## config.mk

```make
export PLATFORM = sky130hd
export DESIGN_NAME = cfg_slice_tile
export DESIGN_NICKNAME = d
export VERILOG_FILES = /design/src/rtl/slice_pkg.sv /design/src/rtl/slice_cfg_chain.sv /design/src/rtl/slice_lut.sv /design/src/rtl/slice_out_stage.sv /design/src/rtl/slice_bus_pair.sv /design/src/rtl/cfg_slice_tile.sv
export SDC_FILE = /design/constraint.sdc
export NUM_CORES = 1
export LEC_CHECK = 0
export ABC_AREA = 0
export BUFFER_PORTS_ARGS = -buffer_cell sky130_fd_sc_hd__buf_2
export CORE_UTILIZATION = 50
export CTS_BUF_LIST = sky130_fd_sc_hd__clkbuf_16
export CTS_CLUSTER_SIZE = 20
export DETAILED_ROUTE_END_ITERATION = 10
export GPL_ROUTABILITY_DRIVEN = 0
export PLACE_DENSITY = 0.65
export SLEW_MARGIN = 20
export SYNTH_ARGS = -nofsm -noshare
export SYNTH_HDL_FRONTEND = slang
export SYNTH_SLANG_ARGS = --single-unit
```

## constraint.sdc

```tcl
create_clock -name clk -period 4.6 [get_ports clk]
set_input_delay 0.23 -clock clk [delete_from_list [all_inputs] [get_ports clk]]
set_output_delay 0.23 -clock clk [all_outputs]
set_load 0.1 [all_outputs]
```

## src/rtl/slice_pkg.sv

```systemverilog
package slice_pkg;
   typedef enum int {
      SIDE_UP = 0,
      SIDE_DN = 1,
      SIDE_LF = 2,
      SIDE_RT = 3
   } side_e;

   localparam int NUM_SIDES = 4;

   function automatic int line_of(input side_e side, input int lane, input int lanes);
      return int'(side) * lanes + lane;
   endfunction

   function automatic int src_bits(input int n_lut);
      return (n_lut > 1) ? $clog2(n_lut) : 1;
   endfunction
endpackage

```

## src/rtl/slice_cfg_chain.sv

```systemverilog
module slice_cfg_chain #(
   parameter int LEN = 47
) (
   input  logic           clk,
   input  logic           rst_n,
   input  logic           sh_en,
   input  logic           sh_din,
   input  logic           ld,
   output logic           sh_dout,
   output logic [LEN-1:0] active
);
   logic [LEN-1:0] shadow;

   always_ff @(posedge clk) begin
      if (!rst_n) begin
         shadow <= '0;
         active <= '0;
      end else begin
         if (sh_en) shadow <= {sh_din, shadow[LEN-1:1]};
         if (ld)    active <= shadow;
      end
   end

   assign sh_dout = shadow[0];
endmodule

```

## src/rtl/slice_lut.sv

```systemverilog
module slice_lut #(
   parameter int K = 3
) (
   input  logic [(1<<K)-1:0] table_bits,
   input  logic [K-1:0]      idx,
   output logic              y
);
   assign y = table_bits[idx];
endmodule

```

## src/rtl/slice_out_stage.sv

```systemverilog
module slice_out_stage #(
   parameter int N = 2
) (
   input  logic         clk,
   input  logic         rst_n,
   input  logic [N-1:0] d,
   input  logic [N-1:0] use_reg,
   output logic [N-1:0] q,
   output logic [N-1:0] y
);
   always_ff @(posedge clk) begin
      if (!rst_n) q <= '0;
      else        q <= d;
   end

   for (genvar j = 0; j < N; j++) begin : g_pick
      assign y[j] = use_reg[j] ? q[j] : d[j];
   end
endmodule

```

## src/rtl/slice_bus_pair.sv

```systemverilog
module slice_bus_pair (
   input  logic a_in,
   input  logic a_vld,
   input  logic b_in,
   input  logic b_vld,
   input  logic closed,
   input  logic en_a,
   input  logic en_b,
   input  logic val_a,
   input  logic val_b,
   input  logic rg_a,
   input  logic rg_b,
   input  logic qv_a,
   input  logic qv_b,
   output logic a_out,
   output logic a_drv,
   output logic b_out,
   output logic b_drv,
   output logic a_sense,
   output logic b_sense
);
   logic loc_en, loc_val, loc_reg, loc_q, ext_val;

   always_comb begin
      loc_en  = en_a | en_b;
      loc_val = en_a ? val_a : val_b;
      loc_reg = en_a ? rg_a : (en_b & rg_b);
      loc_q   = en_a ? qv_a : qv_b;
      ext_val = a_vld ? a_in : (b_vld ? b_in : 1'b0);
      if (closed) begin
         a_drv   = loc_en | b_vld;
         a_out   = loc_en ? loc_val : b_in;
         b_drv   = loc_en | a_vld;
         b_out   = loc_en ? loc_val : a_in;
         a_sense = loc_reg ? loc_q : ext_val;
         b_sense = a_sense;
      end else begin
         a_drv   = en_a;
         a_out   = en_a & val_a;
         b_drv   = en_b;
         b_out   = en_b & val_b;
         a_sense = (en_a & rg_a) ? qv_a : a_in;
         b_sense = (en_b & rg_b) ? qv_b : b_in;
      end
   end
endmodule

```

## src/rtl/cfg_slice_tile.sv

```systemverilog
module cfg_slice_tile
   import slice_pkg::*;
#(
   parameter int LUT_K   = 3,
   parameter int NUM_LUT = 2,
   parameter int LANES   = 2
) (
   input  logic             clk,
   input  logic             rst_n,
   input  logic             cfg_shift,
   input  logic             cfg_din,
   input  logic             cfg_load,
   output logic             cfg_dout,
   input  logic [LANES-1:0] up_in,
   input  logic [LANES-1:0] up_vld,
   output logic [LANES-1:0] up_out,
   output logic [LANES-1:0] up_drv,
   input  logic [LANES-1:0] dn_in,
   input  logic [LANES-1:0] dn_vld,
   output logic [LANES-1:0] dn_out,
   output logic [LANES-1:0] dn_drv,
   input  logic [LANES-1:0] lf_in,
   input  logic [LANES-1:0] lf_vld,
   output logic [LANES-1:0] lf_out,
   output logic [LANES-1:0] lf_drv,
   input  logic [LANES-1:0] rt_in,
   input  logic [LANES-1:0] rt_vld,
   output logic [LANES-1:0] rt_out,
   output logic [LANES-1:0] rt_drv
);
   localparam int TBL_W    = 1 << LUT_K;
   localparam int NLINE    = NUM_SIDES * LANES;
   localparam int SEL_W    = $clog2(NLINE);
   localparam int SRC_W    = src_bits(NUM_LUT);
   localparam int OE_W     = 1 + SRC_W;
   localparam int NSW      = 2 * LANES;
   localparam int OFF_SEL  = NUM_LUT * TBL_W;
   localparam int OFF_RSEL = OFF_SEL + LUT_K * SEL_W;
   localparam int OFF_OE   = OFF_RSEL + NUM_LUT;
   localparam int OFF_SW   = OFF_OE + NLINE * OE_W;
   localparam int CFG_LEN  = OFF_SW + NSW;

   if (LUT_K < 1 || LUT_K > 6) begin : g_bad_k
      $error("LUT_K must lie in 1..6");
   end
   if (NUM_LUT < 1 || NUM_LUT > 8) begin : g_bad_n
      $error("NUM_LUT must lie in 1..8");
   end
   if (LANES < 1 || LANES > 8) begin : g_bad_l
      $error("LANES must lie in 1..8");
   end

   logic [CFG_LEN-1:0] act_cfg;
   logic [NUM_LUT-1:0] lut_y, reg_q, out_y, rsel;
   logic [LUT_K-1:0]   lut_in;
   logic [NLINE-1:0]   line_in, line_vld, line_out, line_drv, line_sense;
   logic [NLINE-1:0]   line_en, line_val, line_rg, line_qv;

   slice_cfg_chain #(.LEN(CFG_LEN)) u_chain (
      .clk    (clk),
      .rst_n  (rst_n),
      .sh_en  (cfg_shift),
      .sh_din (cfg_din),
      .ld     (cfg_load),
      .sh_dout(cfg_dout),
      .active (act_cfg)
   );

   assign line_in  = {rt_in, lf_in, dn_in, up_in};
   assign line_vld = {rt_vld, lf_vld, dn_vld, up_vld};

   localparam int UP0 = line_of(SIDE_UP, 0, LANES);
   localparam int DN0 = line_of(SIDE_DN, 0, LANES);
   localparam int LF0 = line_of(SIDE_LF, 0, LANES);
   localparam int RT0 = line_of(SIDE_RT, 0, LANES);

   assign up_out = line_out[UP0 +: LANES];
   assign up_drv = line_drv[UP0 +: LANES];
   assign dn_out = line_out[DN0 +: LANES];
   assign dn_drv = line_drv[DN0 +: LANES];
   assign lf_out = line_out[LF0 +: LANES];
   assign lf_drv = line_drv[LF0 +: LANES];
   assign rt_out = line_out[RT0 +: LANES];
   assign rt_drv = line_drv[RT0 +: LANES];

   // input selection: each table input reads the sensed value of one line
   for (genvar i = 0; i < LUT_K; i++) begin : g_insel
      logic [SEL_W-1:0] code;
      assign code      = act_cfg[OFF_SEL + i*SEL_W +: SEL_W];
      assign lut_in[i] = (int'(code) < NLINE) ? line_sense[code] : 1'b0;
   end

   for (genvar j = 0; j < NUM_LUT; j++) begin : g_lut
      slice_lut #(.K(LUT_K)) u_lut (
         .table_bits(act_cfg[j*TBL_W +: TBL_W]),
         .idx       (lut_in),
         .y         (lut_y[j])
      );
   end

   assign rsel = act_cfg[OFF_RSEL +: NUM_LUT];

   slice_out_stage #(.N(NUM_LUT)) u_out (
      .clk    (clk),
      .rst_n  (rst_n),
      .d      (lut_y),
      .use_reg(rsel),
      .q      (reg_q),
      .y      (out_y)
   );

   // per-line drive source decode
   for (genvar n = 0; n < NLINE; n++) begin : g_line
      logic [SRC_W-1:0] src;
      logic             src_ok;
      assign src         = act_cfg[OFF_OE + n*OE_W + 1 +: SRC_W];
      assign src_ok      = int'(src) < NUM_LUT;
      assign line_en[n]  = act_cfg[OFF_OE + n*OE_W];
      assign line_val[n] = src_ok ? out_y[src] : out_y[0];
      assign line_rg[n]  = src_ok ? rsel[src]  : rsel[0];
      assign line_qv[n]  = src_ok ? reg_q[src] : reg_q[0];
   end

   // switch pairs: k < LANES joins up/down lane k, else left/right lane k-LANES
   for (genvar k = 0; k < NSW; k++) begin : g_pair
      localparam int IA = (k < LANES) ? k : (2*LANES + k - LANES);
      localparam int IB = IA + LANES;
      slice_bus_pair u_pair (
         .a_in   (line_in[IA]),
         .a_vld  (line_vld[IA]),
         .b_in   (line_in[IB]),
         .b_vld  (line_vld[IB]),
         .closed (act_cfg[OFF_SW + k]),
         .en_a   (line_en[IA]),
         .en_b   (line_en[IB]),
         .val_a  (line_val[IA]),
         .val_b  (line_val[IB]),
         .rg_a   (line_rg[IA]),
         .rg_b   (line_rg[IB]),
         .qv_a   (line_qv[IA]),
         .qv_b   (line_qv[IB]),
         .a_out  (line_out[IA]),
         .a_drv  (line_drv[IA]),
         .b_out  (line_out[IB]),
         .b_drv  (line_drv[IB]),
         .a_sense(line_sense[IA]),
         .b_sense(line_sense[IB])
      );
   end
endmodule

```

; ---- Word-level counts from Yosys, hierarchy flattened
; Cells that the tools add are included.
[classes]
n_lt_le_gt_ge = 12
mux = 124
bitwise = 28
[ops]
columns = operator, n
row1 = $mux 1, 119
row2 = $and 1x1->1, 16
row3 = $lt 1x2->1 const B, 8
row4 = $lt 3x4->1 const B, 4
row5 = $bmux 1 s3, 5
row6 = $or 1x1->1, 12
[word_totals]
ff_bits = 96
in_bits = 21
output_inout_bits = 17
elab_cells = 167

; ---- Depth between registers and ports, before layout
; Gate-level depths: netlist of the first run.
[depth]
ltp_word = 16
ltp_mapped = 15
depth_no_buf = 11

; ---- Cells and area by module
; A second synthesis of the first run with hierarchy kept.
[unflattened]
hier_cells = 443
area_unflattened_um2 = 4877.2
[by_module_without_submodules]
columns = module, n_inst, cells_per_inst, area_each_um2, seq_area_each_um2
row1 = slice_cfg_chain, 1, 302, 3589.7, 1881.8
row2 = slice_bus_pair, 4, 24, 153.9, 0.0
row3 = cfg_slice_tile, 1, 33, 461.7, 0.0
row4 = slice_lut, 2, 3, 63.8, 0.0
row5 = slice_out_stage, 1, 6, 82.6, 40.0

; ---- Worst setup path after synthesis of the first run
; Ideal clock, no wire load.
[synth_path]
path_type = flip-flop to output port
startpoint = reg u_chain.active[36]
endpoint = out dn_out[0]
t_arrival_ns = 3.291
t_required_ns = 4.370
slack_ns = 1.079
stages_incl_launch_ff = 15
n_path_buf = 3
path_cell_list = dfxtp_1 > buf_6 > mux2_4 > a211oi_2 > mux2i_1 > a2111oi_2 > a311oi_1 > clkbuf_2 > o21ai_0 > o211ai_1 > nand3_2 > a31oi_4 > a221oi_2 > o211ai_1 > buf_4
[synth_between]
elab_chain_cells = 15
elab_cells_between_ends = 31
cone_classes = mux (29) / bitwise (2)
[synth_rtl]
columns = item, line
row1 = "start, declared", slice_cfg_chain.sv:10  ; output logic [LEN-1:0] active
row2 = "start signal, assigned", slice_cfg_chain.sv:20  ; if (ld) active <= shadow;
row3 = "$mux 1, on equally long branches (2 in a row)", "cfg_slice_tile.sv:120, cfg_slice_tile.sv:121"
row4 = $and 1x1->1 (tied with other cells), slice_bus_pair.sv:42  ; a_sense = (en_a & rg_a) ? qv_a : a_in;
row5 = "$mux 1, on equally long branches", "slice_bus_pair.sv:42, slice_bus_pair.sv:35"
row6 = $mux 1, slice_bus_pair.sv:30  ; if (closed) begin
row7 = $bmux 1 s3, cfg_slice_tile.sv:90  ; assign lut_in[i] = (int'(code) < NLINE) ? line_sense[code] : 1'b0;
row8 = $mux 1 (not written as such), cfg_slice_tile.sv:90
row9 = $bmux 1 s3, slice_lut.sv:8  ; assign y = table_bits[idx];
row10 = $mux 1 (not written as such), slice_lut.sv:8
row11 = $mux 1, slice_out_stage.sv:17  ; assign y[j] = use_reg[j] ? q[j] : d[j];
row12 = $mux 1 (not written as such) (2 in a row), cfg_slice_tile.sv:119  ; assign line_val[n] = src_ok ? out_y[src] : out_y[0];
row13 = $mux 1, slice_bus_pair.sv:26  ; loc_val = en_a ? val_a : val_b;
row14 = $mux 1, slice_bus_pair.sv:34  ; b_out = loc_en ? loc_val : a_in;
row15 = $mux 1 *, slice_bus_pair.sv:30
row16 = "end, declared", cfg_slice_tile.sv:20  ; output logic [LANES-1:0] dn_out,
; Mark *: on every way between the ends. The rest lies on a longest branch, timed or not. The select of a mux whose other input is x is not followed.

; ---- Final worst setup path of the first run
[layout_path]
startpoint = reg u_chain.active[40]
endpoint = out up_out[0]
[layout_between]
elab_chain_cells = 16
elab_cells_between_ends = 31
cone_classes = mux (29) / bitwise (2)
[layout_rtl]
columns = item, line
row1 = $mux 1 (not written as such) (2 in a row), cfg_slice_tile.sv:120  ; assign line_rg[n] = src_ok ? rsel[src] : rsel[0];
row2 = $and 1x1->1, "slice_bus_pair.sv:27, slice_bus_pair.sv:43"
row3 = $mux 1, slice_bus_pair.sv:27  ; loc_reg = en_a ? rg_a : (en_b & rg_b);
row4 = $mux 1, slice_bus_pair.sv:35  ; a_sense = loc_reg ? loc_q : ext_val;
row5 = $mux 1, slice_bus_pair.sv:30
row6 = $bmux 1 s3, cfg_slice_tile.sv:90
row7 = $mux 1 (not written as such), cfg_slice_tile.sv:90
row8 = $bmux 1 s3, slice_lut.sv:8
row9 = $mux 1 (not written as such), slice_lut.sv:8
row10 = $mux 1, slice_out_stage.sv:17
row11 = $mux 1 (not written as such) (2 in a row), cfg_slice_tile.sv:119
row12 = $mux 1, slice_bus_pair.sv:26
row13 = $mux 1, slice_bus_pair.sv:32  ; a_out = loc_en ? loc_val : b_in;
row14 = $mux 1 *, slice_bus_pair.sv:30
row15 = "end, declared", cfg_slice_tile.sv:16  ; output logic [LANES-1:0] up_out,
; Marked as above.

==> run metrics, run 1 <==
number of levels in the clock H-tree 3; proportion of layout cells with a drive suffix above 1 14.19%; max-slew headroom at the worst pin 46.34%; slack of the critical path 262.6 ps; clock sink count 96; Filler cells 919; Synth area leader dfxtp_1; detailed placer's ending HPWL 8.280 mm; top area cells in the synthesized netlist dfxtp_1, mux2i_1, nor2b_1; post-synthesis cell type count 60; DRC viols 0; Static Leakage 2.249 nW; antenna-violating nets left 0; pwr dens 285.9 nW/um2; Crit-path slowest cell dfxtp_1; post-synthesis share of cell area spent on full adders, half adders and majority gates 0%; critical path required time 4370 ps; share of the synthesized area in the top cell type 34.89%; deepest clock path buffer count 2; Post-Route Skew 3.299 ps; Fmax achieved 230.6 MHz; initial antenna violation count 0; initial DRC count 313; FP Rows 37; hold violation total from the final report 0; Post-CTS Resized 0; overall power consumption 1.712 mW; Worst-Margin Slew 804.9 ps; top cell family by delay on the critical path compound AO/OA/AOI/OAI gates; syn_nets 623; Clock Latency Late Sink 350 ps; area fraction in compound gates after synthesis 14.20%; worst-path maximum fanout 16; Remaining Overflow, GRT 0; post-layout net count 615; most instantiated cells after synthesis mux2i_1, nor2b_1, dfxtp_1, o21ai_0, clkbuf_1; number of top-level pins 38; Worst Path Buf+Inv 2; endpoints failing setup 0; arrival time reported for the critical path endpoint 4110 ps; CP Capture Type primary output; HP Class primary input to flop; post-synthesis simple-gate area fraction 21.83%; unrepaired setup endpoints after global routing false; ys async rst share 0%; number of max-cap violations 0; cts bufs inserted 9; TritonRoute pass-1 iters 5; average footprint of a synthesized cell 9.149 um2; area enclosed by the die boundary 11440 um2; Die H 107.0 um; worst stage delay on the critical path 530 ps; number of instances in the synthesized netlist 602; core area 10510 um2; Port-buffer cells 37; Routed wire per std cell 16.36 um; TritonCTS clock tree yes; number of synthesized flops with an enable pin 0; vias in the first global route 4075; status finished, final reports clean; largest family of logic cells by synthesized area simple AND/OR/NAND/NOR gates; cell with the most instances after synthesis mux2i_1; starting density of the core 52.41%; number of vias in the routed layout 4294; post-detailed-route via-to-cell ratio 5.842; mux cell area share after synthesis 21.35%; critical path type flop to primary output; final antenna diode count 0; critical path startpoint category flop; clock slew seen by the registers of the worst setup and hold paths 60 ps; CP Cell Sequence mux2_2, a31oi_1, nor3_1, a2111oi_2, a311oi_1, buf_4, or3b_2, o211ai_1, nand3_1, a311oi_1, nor2_1, o22ai_1, buf_12; Worst VDD drop 296.9 uV; width of the die 107.0 um; CTS root buffer clkbuf_16; CTS Hold Bufs 0; instance area after placement 5685 um2; Yosys reg bits 96; Crit path top cell by count a311oi_1; most frequently used flop master after synthesis dfxtp_1; Total GRT Usage 22.09%; number of buffers inserted by post-CTS setup repair 0; setup total negative slack 0 ps; pre-CTS WS 485.2 ps; number of slew-limit violations in the final report 0; final cycle utilization of the critical path 94.29%; global-route wire length before repair 20.04 mm; total wirelength of the detailed-routed design 12.03 mm; largest net degree at the start of global routing 97; Synth warnings 0; clock period minus worst slack 4337 ps; final standard cell area without fillers 5991 um2; synth-to-layout area growth 8.769%; sequential element share of the synthesized area 34.89%; Post-Syn Area 5508 um2; area share of xor/xnor cells in the synthesized design 0%
## sequential cells by signal, summed over array words and instances (netlist names)
signal          cells
u_chain.active     47
u_chain.shadow     47
u_out.q             2
## metal layers
metal | global-route usage (%) | share of wire, % | up-vias
met2 | 36.36 | 46 | 131
met1 | 28.17 | 46 | 2013
met3 | 4.498 | 4.7 | 29
li1 | - | - | 2121
met5 | 0 | 0 | -
met4 | 8.904 | 2.4 | 0
## worst reg2reg max path, delay by kind of cell (launching register included)
kind                   cells  cell delay (ps)
AOI/OAI and AO/OA          5             1050
DFF                        1              530
and+or+nand+nor            3              780
buffers and inverters      1              200
muxes                      1              380
## metrics by stage
stage	utilization, %	hold WS [ps]	std cells
final	57.01	140.4	735
after global routing	57.01	174.1	735
after CTS	56.91	139.8	735
after detailed placement	54.10	500.7	719
after global placement	54.10	488.4	719
after floorplan	-	399.9	602
## cell usage in the layout (no fill, tap or decap), drive strengths merged, types with 3 or more instances in the layout
cell type	synthesis	final
a311oi	3	3
nor3b	3	3
inv	20	21
a2111oi	3	3
nand2	26	26
nor4	3	3
a21boi	4	4
dfxtp	96	96
o211ai	11	11
clkbuf	28	9
a32oi	3	3
o21ai	31	31
o41ai	3	3
nor2b	99	99
o21a	3	3
nor2	12	12
nor3	7	7
clkinvlp	0	3
mux2	9	9
buf	35	44
nand2b	3	3
a31oi	8	8
a211oi	5	5
a221oi	7	7
o22ai	3	3
nand3	18	18
nand4	6	6
nand3b	7	7
mux2i	107	107
a21oi	8	8
and2	3	3
or3b	8	8
## cell type report
class | instances | area (um2) | share of cell area, %
Clock buffer | 9 | 225.2 | 3.759
Clock inverter | 7 | 70.07 | 1.170
Inverter | 20 | 75.07 | 1.253
Multi-Input combinational cell | 423 | 3168 | 52.88
Sequential cell | 96 | 1924 | 32.12
Tap cell | 136 | 170.2 | 2.840
Timing Repair Buffer | 44 | 357.8 | 5.973
## final timing paths
| path | cells past startpoint | start | to | slack, ps |
|---|---|---|---|---|
| setup reg to reg | 10 | u_chain.active[40]$_SDFFE_PN0P_ | u_out.q[0]$_SDFF_PN0_ | 1600 |
| hold reg to reg | 2 | u_chain.active[3]$_SDFFE_PN0P_ | u_chain.active[3]$_SDFFE_PN0P_ | 520 |
| hold / removal | 3 | cfg_din | u_chain.shadow[46]$_SDFFE_PN0P_ | 140 |
| setup / recovery | 13 | u_chain.active[40]$_SDFFE_PN0P_ | up_out[0] | 260 |
## kinds of logic after synthesis
group | Yosys count
flip-flops | 96
multiplexers | 116
buffers and inverters | 83
AND/OR/NAND/NOR | 202
AO/OA/AOI/OAI | 105
## where the power goes
part | switching (mW) | total (mW) | internal (mW)
logic | 0.0759 | 0.134 | 0.0579
clock network | 0.320 | 0.740 | 0.420
registers | 0.00526 | 0.839 | 0.833
No activity file was read; power rests on OpenSTA's default activity.
==> run 2: changes to the inputs <==
--- a/config.mk
+++ b/config.mk
@@ -7,12 +7,12 @@
 export LEC_CHECK = 0
 export ABC_AREA = 0
 export BUFFER_PORTS_ARGS = -buffer_cell sky130_fd_sc_hd__buf_2
-export CORE_UTILIZATION = 50
+export CORE_UTILIZATION = 61
 export CTS_BUF_LIST = sky130_fd_sc_hd__clkbuf_16
 export CTS_CLUSTER_SIZE = 20
 export DETAILED_ROUTE_END_ITERATION = 10
 export GPL_ROUTABILITY_DRIVEN = 0
-export PLACE_DENSITY = 0.65
+export PLACE_DENSITY = 0.77
 export SLEW_MARGIN = 20
 export SYNTH_ARGS = -nofsm -noshare
 export SYNTH_HDL_FRONTEND = slang
==> run metrics, run 2 (same netlist as run 1, synthesis figures left out) <==
pwr dens 297.1 nW/um2; Total GRT Usage 25.85%; width of the die 97.02 um; status finished, final reports clean; endpoints failing setup 0; most common cell after layout, fill and taps aside mux2i_1; hold violation total from the final report 0; Port-buffer cells 37; Worst VDD drop 187.3 uV; critical path type flop to primary output; deepest clock path buffer count 2; most frequent cells in the layout mux2i_1, nor2b_1, dfxtp_1; area enclosed by the die boundary 9413 um2; clock slew seen by the registers of the worst setup and hold paths 70 ps; CP Capture Type primary output; Post-Route Skew 10.92 ps; Die H 97.02 um; Filler cells 685; post-detailed-route via-to-cell ratio 6.059; Clock Latency Late Sink 350 ps; global-route wire length before repair 19.91 mm; initial antenna violation count 0; clock period minus worst slack 4290 ps; Fmax achieved 233.1 MHz; HP Class primary input to flop; pre-CTS WS 505.7 ps; Routed wire per std cell 16.69 um; final cycle utilization of the critical path 93.26%; final standard cell count with taps included and fillers excluded 706; proportion of layout cells with a drive suffix above 1 14.21%; worst-path maximum fanout 16; critical path required time 4370 ps; Worst-Margin Slew 814.0 ps; starting density of the core 63.16%; number of top-level pins 38; synth-to-layout area growth 8.473%; TritonRoute pass-1 iters 5; Worst Hold Launch cfg_din; Regs by FF count u_chain.active: 47 flops, u_chain.shadow: 47 flops, u_out.q: 2 flops; antenna-violating nets left 0; total wirelength of the detailed-routed design 11.78 mm; Remaining Overflow, GRT 0; core area 8721 um2; critical path startpoint category flop; final antenna diode count 0; Layout Utilization 68.51%; cell count after placement 690; Static Leakage 2.267 nW; unrepaired setup endpoints after global routing false; vias in the first global route 4009; max-slew headroom at the worst pin 45.73%; number of max-cap violations 0; number of levels in the clock H-tree 3; post-layout net count 614; source of the worst register-to-register timing path u_chain.active[40]$_SDFFE_PN0P_; CTS Hold Bufs 0; initial DRC count 280; slack of the critical path 309.9 ps; TritonCTS clock tree yes; clock sink count 96; DRC viols 0; FP Rows 34; largest net degree at the start of global routing 97; overall power consumption 1.775 mW; source of the critical timing path u_chain.active[40]$_SDFFE_PN0P_; setup total negative slack 0 ps; detailed placer's ending HPWL 8.093 mm; CTS root buffer clkbuf_16; number of vias in the routed layout 4278; arrival time reported for the critical path endpoint 4060 ps; cts bufs inserted 9; number of slew-limit violations in the final report 0
run 2: routing by layer:
metal | track usage, % | routed length [um] | up-vias
met3 | 5.564 | 631 | 25
met1 | 34.24 | 5371 | 1989
met2 | 41.22 | 5532 | 149
li1 | - | - | 2115
met4 | 9.759 | 249 | 0
met5 | 0 | 0 | -
run 2: cell type report:
cell class                 count  area (um2)  share of cell area, %
clock buffer                   9       225.2                  3.770
clock inverter                 7       96.34                  1.613
inverter                      20       75.07                  1.257
multi-input combinational    423        3168                  53.03
sequential                    96        1924                  32.21
tap                          108       135.1                  2.262
timing repair buffer          43       350.3                  5.864
run 2: worst paths after layout:
kind	end	slack (ps)	depth (start not counted)
worst max register to register	u_out.q[0]$_SDFF_PN0_	1530	10
worst min register to register	u_chain.active[11]$_SDFFE_PN0P_	520	2
worst max-delay path	dn_out[0]	310	13
worst min-delay path	u_chain.shadow[46]$_SDFFE_PN0P_	160	3
run 2: power breakdown:
part,switching [mW],internal (mW)
Clock,0.326,0.477
Combinational,0.0752,0.0577
Sequential,0.00588,0.833
Total,0.407,1.37
run 2: per-stage QoR:
| step | hold WS, ps | instance area, um2 |
|---|---|---|
| 2_1_floorplan | 399.9 | 5508 |
| 3_3_place_gp | 486.4 | 5643 |
| 3_5_place_dp | 505.3 | 5643 |
| 4_1_cts | 155.8 | 5964 |
| 5_1_grt | 173.7 | 5974 |
| 6_report | 157.5 | 5974 |
run 2: worst max-delay path, stage by stage, from the launching register on:
cell and delay, ps:
dfxtp_1 570, mux2_2 380, a31oi_1 310, nor3_1 100, a2111oi_2 340, a311oi_1 80, buf_4 200, or3b_2 440
o211ai_1 100, nand3_1 230, a311oi_1 420, o211ai_1 130, o211ai_1 190, buf_12 220
run 2: repair_timing:
item                                   4_1_cts  5_1_grt
setup endpoints to repair                    0        8
endpoints found under the hold margin        0        0
resized for setup                            0        5
buffers inserted                             0        0
==> run 3: changes to the inputs <==
==> constraint.sdc (replaced) <==
create_clock -name clk -period 5.1 [get_ports clk]
set_input_delay 0.255 -clock clk [delete_from_list [all_inputs] [get_ports clk]]
set_output_delay 0.255 -clock clk [all_outputs]
set_load 0.1 [all_outputs]
==> run metrics, run 3 (same netlist as run 1, synthesis figures left out) <==
Clock power frac 44.3%; Die H 97.02 um; critical path required time 4850 ps; sequential group share of total power 48.2%; arrival time reported for the critical path endpoint 4460 ps; overall power consumption 1.570 mW; Static Leakage 2.226 nW; Worst Path Buf+Inv 3; combinational group share of total power 7.5%; Clock Latency Late Sink 340 ps; FP Rows 34; CTS root buffer clkbuf_16; TritonCTS clock tree yes; CP Capture Type primary output; clock sink count 96; post-layout net count 613; final antenna diode count 0; Post-Route Skew 5.414 ps; number of top-level pins 38; Worst-Margin Slew 805.5 ps; starting density of the core 63.16%; net switching power 0.3776 mW; hold violation total from the final report 0; pwr dens 269.3 nW/um2; worst stage delay on the critical path 720 ps; status finished, final reports clean; clock slew seen by the registers of the worst setup and hold paths 70 ps; initial DRC count 301; number of vias in the routed layout 4248; detailed placer's ending HPWL 7.947 mm; most frequent cells in the layout mux2i_1, nor2b_1, dfxtp_1; cts bufs inserted 9; number of max-cap violations 0; Routed wire per std cell 16.24 um; core area 8721 um2; antenna-violating nets left 0; proportion of layout cells with a drive suffix above 1 13.74%; total wirelength of the detailed-routed design 11.45 mm; worst-path maximum fanout 20; Regs by FF count u_chain.active: 47 flops, u_chain.shadow: 47 flops, u_out.q: 2 flops; Worst R2R Setup Slack 1790 ps; source of the critical timing path u_chain.active[25]$_SDFFE_PN0P_; Crit-path slowest cell dfxtp_1; Remaining Overflow, GRT 0; deepest clock path buffer count 2; vias in the first global route 3929; synth-to-layout area growth 5.816%; Cell Int Power 1.192 mW; Port-buffer cells 37; number of levels in the clock H-tree 3; DRC viols 0; unrepaired setup endpoints after global routing false; clock period minus worst slack 4712 ps; width of the die 97.02 um; initial antenna violation count 0; number of buffers inserted by post-CTS setup repair 0; endpoints failing setup 0; Fmax achieved 212.2 MHz; source of the worst register-to-register timing path u_chain.active[25]$_SDFFE_PN0P_; critical path type flop to primary output; number of slew-limit violations in the final report 0; setup total negative slack 0 ps; r2r endpoint u_out.q[0]$_SDFF_PN0_; global-route wire length before repair 19.28 mm; post-detailed-route via-to-cell ratio 6.026; Total GRT Usage 24.85%; critical path startpoint category flop; cell depth of the worst setup path 13; Fin Hold WS 188.8 ps; HP Class primary input to flop; most common cell after layout, fill and taps aside mux2i_1; area enclosed by the die boundary 9413 um2; top cell family by delay on the critical path compound AO/OA/AOI/OAI gates; Post-CTS Resized 0; worst setup path endpoint up_out[0]; CTS Hold Bufs 0; CP Cell Sequence inv_1, o41ai_1, nor3_1, o21ai_0, a211oi_1, buf_4, or3b_2, o211ai_1, nand3_1, a311oi_1, nor2_1, o22ai_1, buf_2; final cycle utilization of the critical path 92.39%; largest net degree at the start of global routing 97; max-slew headroom at the worst pin 46.30%; count of cells along the worst register-to-register path 10; Net Sw Frac 24.06%; TritonRoute pass-1 iters 5; Worst VDD drop 196.9 uV
## run 3: through the flow
stage	worst slack (ps)	instance area, um2	instances	utilization, %
after floorplan	1555	5508	602	-
after global placement	895.3	5515	689	63.24
after detailed placement	696.4	5515	689	63.24
after CTS	317.3	5827	705	66.81
after global routing	56.48	5828	705	66.83
final	388.0	5828	705	66.83
## run 3: power by group through the flow
stage                     logic, mW  clock network (mW)  registers, mW
after floorplan              0.0927                   0          0.770
after global placement        0.114                   0          0.773
after detailed placement      0.117                   0          0.774
after CTS                     0.117               0.705          0.756
after global routing          0.125               0.736          0.757
final                         0.117               0.696          0.757
## run 3: how the worst min path moves through the flow
stage,startpoint,to,slack [ps],depth (start not counted)
after global placement,u_chain.active[10]$_SDFFE_PN0P_,u_chain.active[10]$_SDFFE_PN0P_,500,2
after floorplan,cfg_din,u_chain.shadow[46]$_SDFFE_PN0P_,420,2
after detailed placement,u_chain.active[3]$_SDFFE_PN0P_,u_chain.active[3]$_SDFFE_PN0P_,500,2
after global routing,cfg_din,u_chain.shadow[46]$_SDFFE_PN0P_,190,3
final,cfg_din,u_chain.shadow[46]$_SDFFE_PN0P_,190,3
after CTS,cfg_din,u_chain.shadow[46]$_SDFFE_PN0P_,190,3
## run 3: worst reg2reg max path, delay by kind of cell, from the launching register on
family | cells | cell delay, ps
AO/OA/AOI/OAI | 5 | 1240
AND/OR/NAND/NOR | 3 | 810
buffers and inverters | 2 | 450
flip-flops | 1 | 720
## run 3: area by class of cell
type	count	area (um2)
tap	108	135.1
multi-input combinational	423	3161
sequential	96	1923
inverter	20	75.07
timing repair buffer	42	222.7
clock inverter	7	86.33
fill	711	2893
clock buffer	9	225.2
## run 3: routing by layer
layer / GRT usage (%) / wire length (um) / vias up
met5: 0 / 0 / -
met4: 6.659 / 140 / 0
met3: 5.491 / 525 / 14
met2: 40.95 / 5437 / 105
met1: 32.79 / 5347 / 2008
li1: - / - / 2121
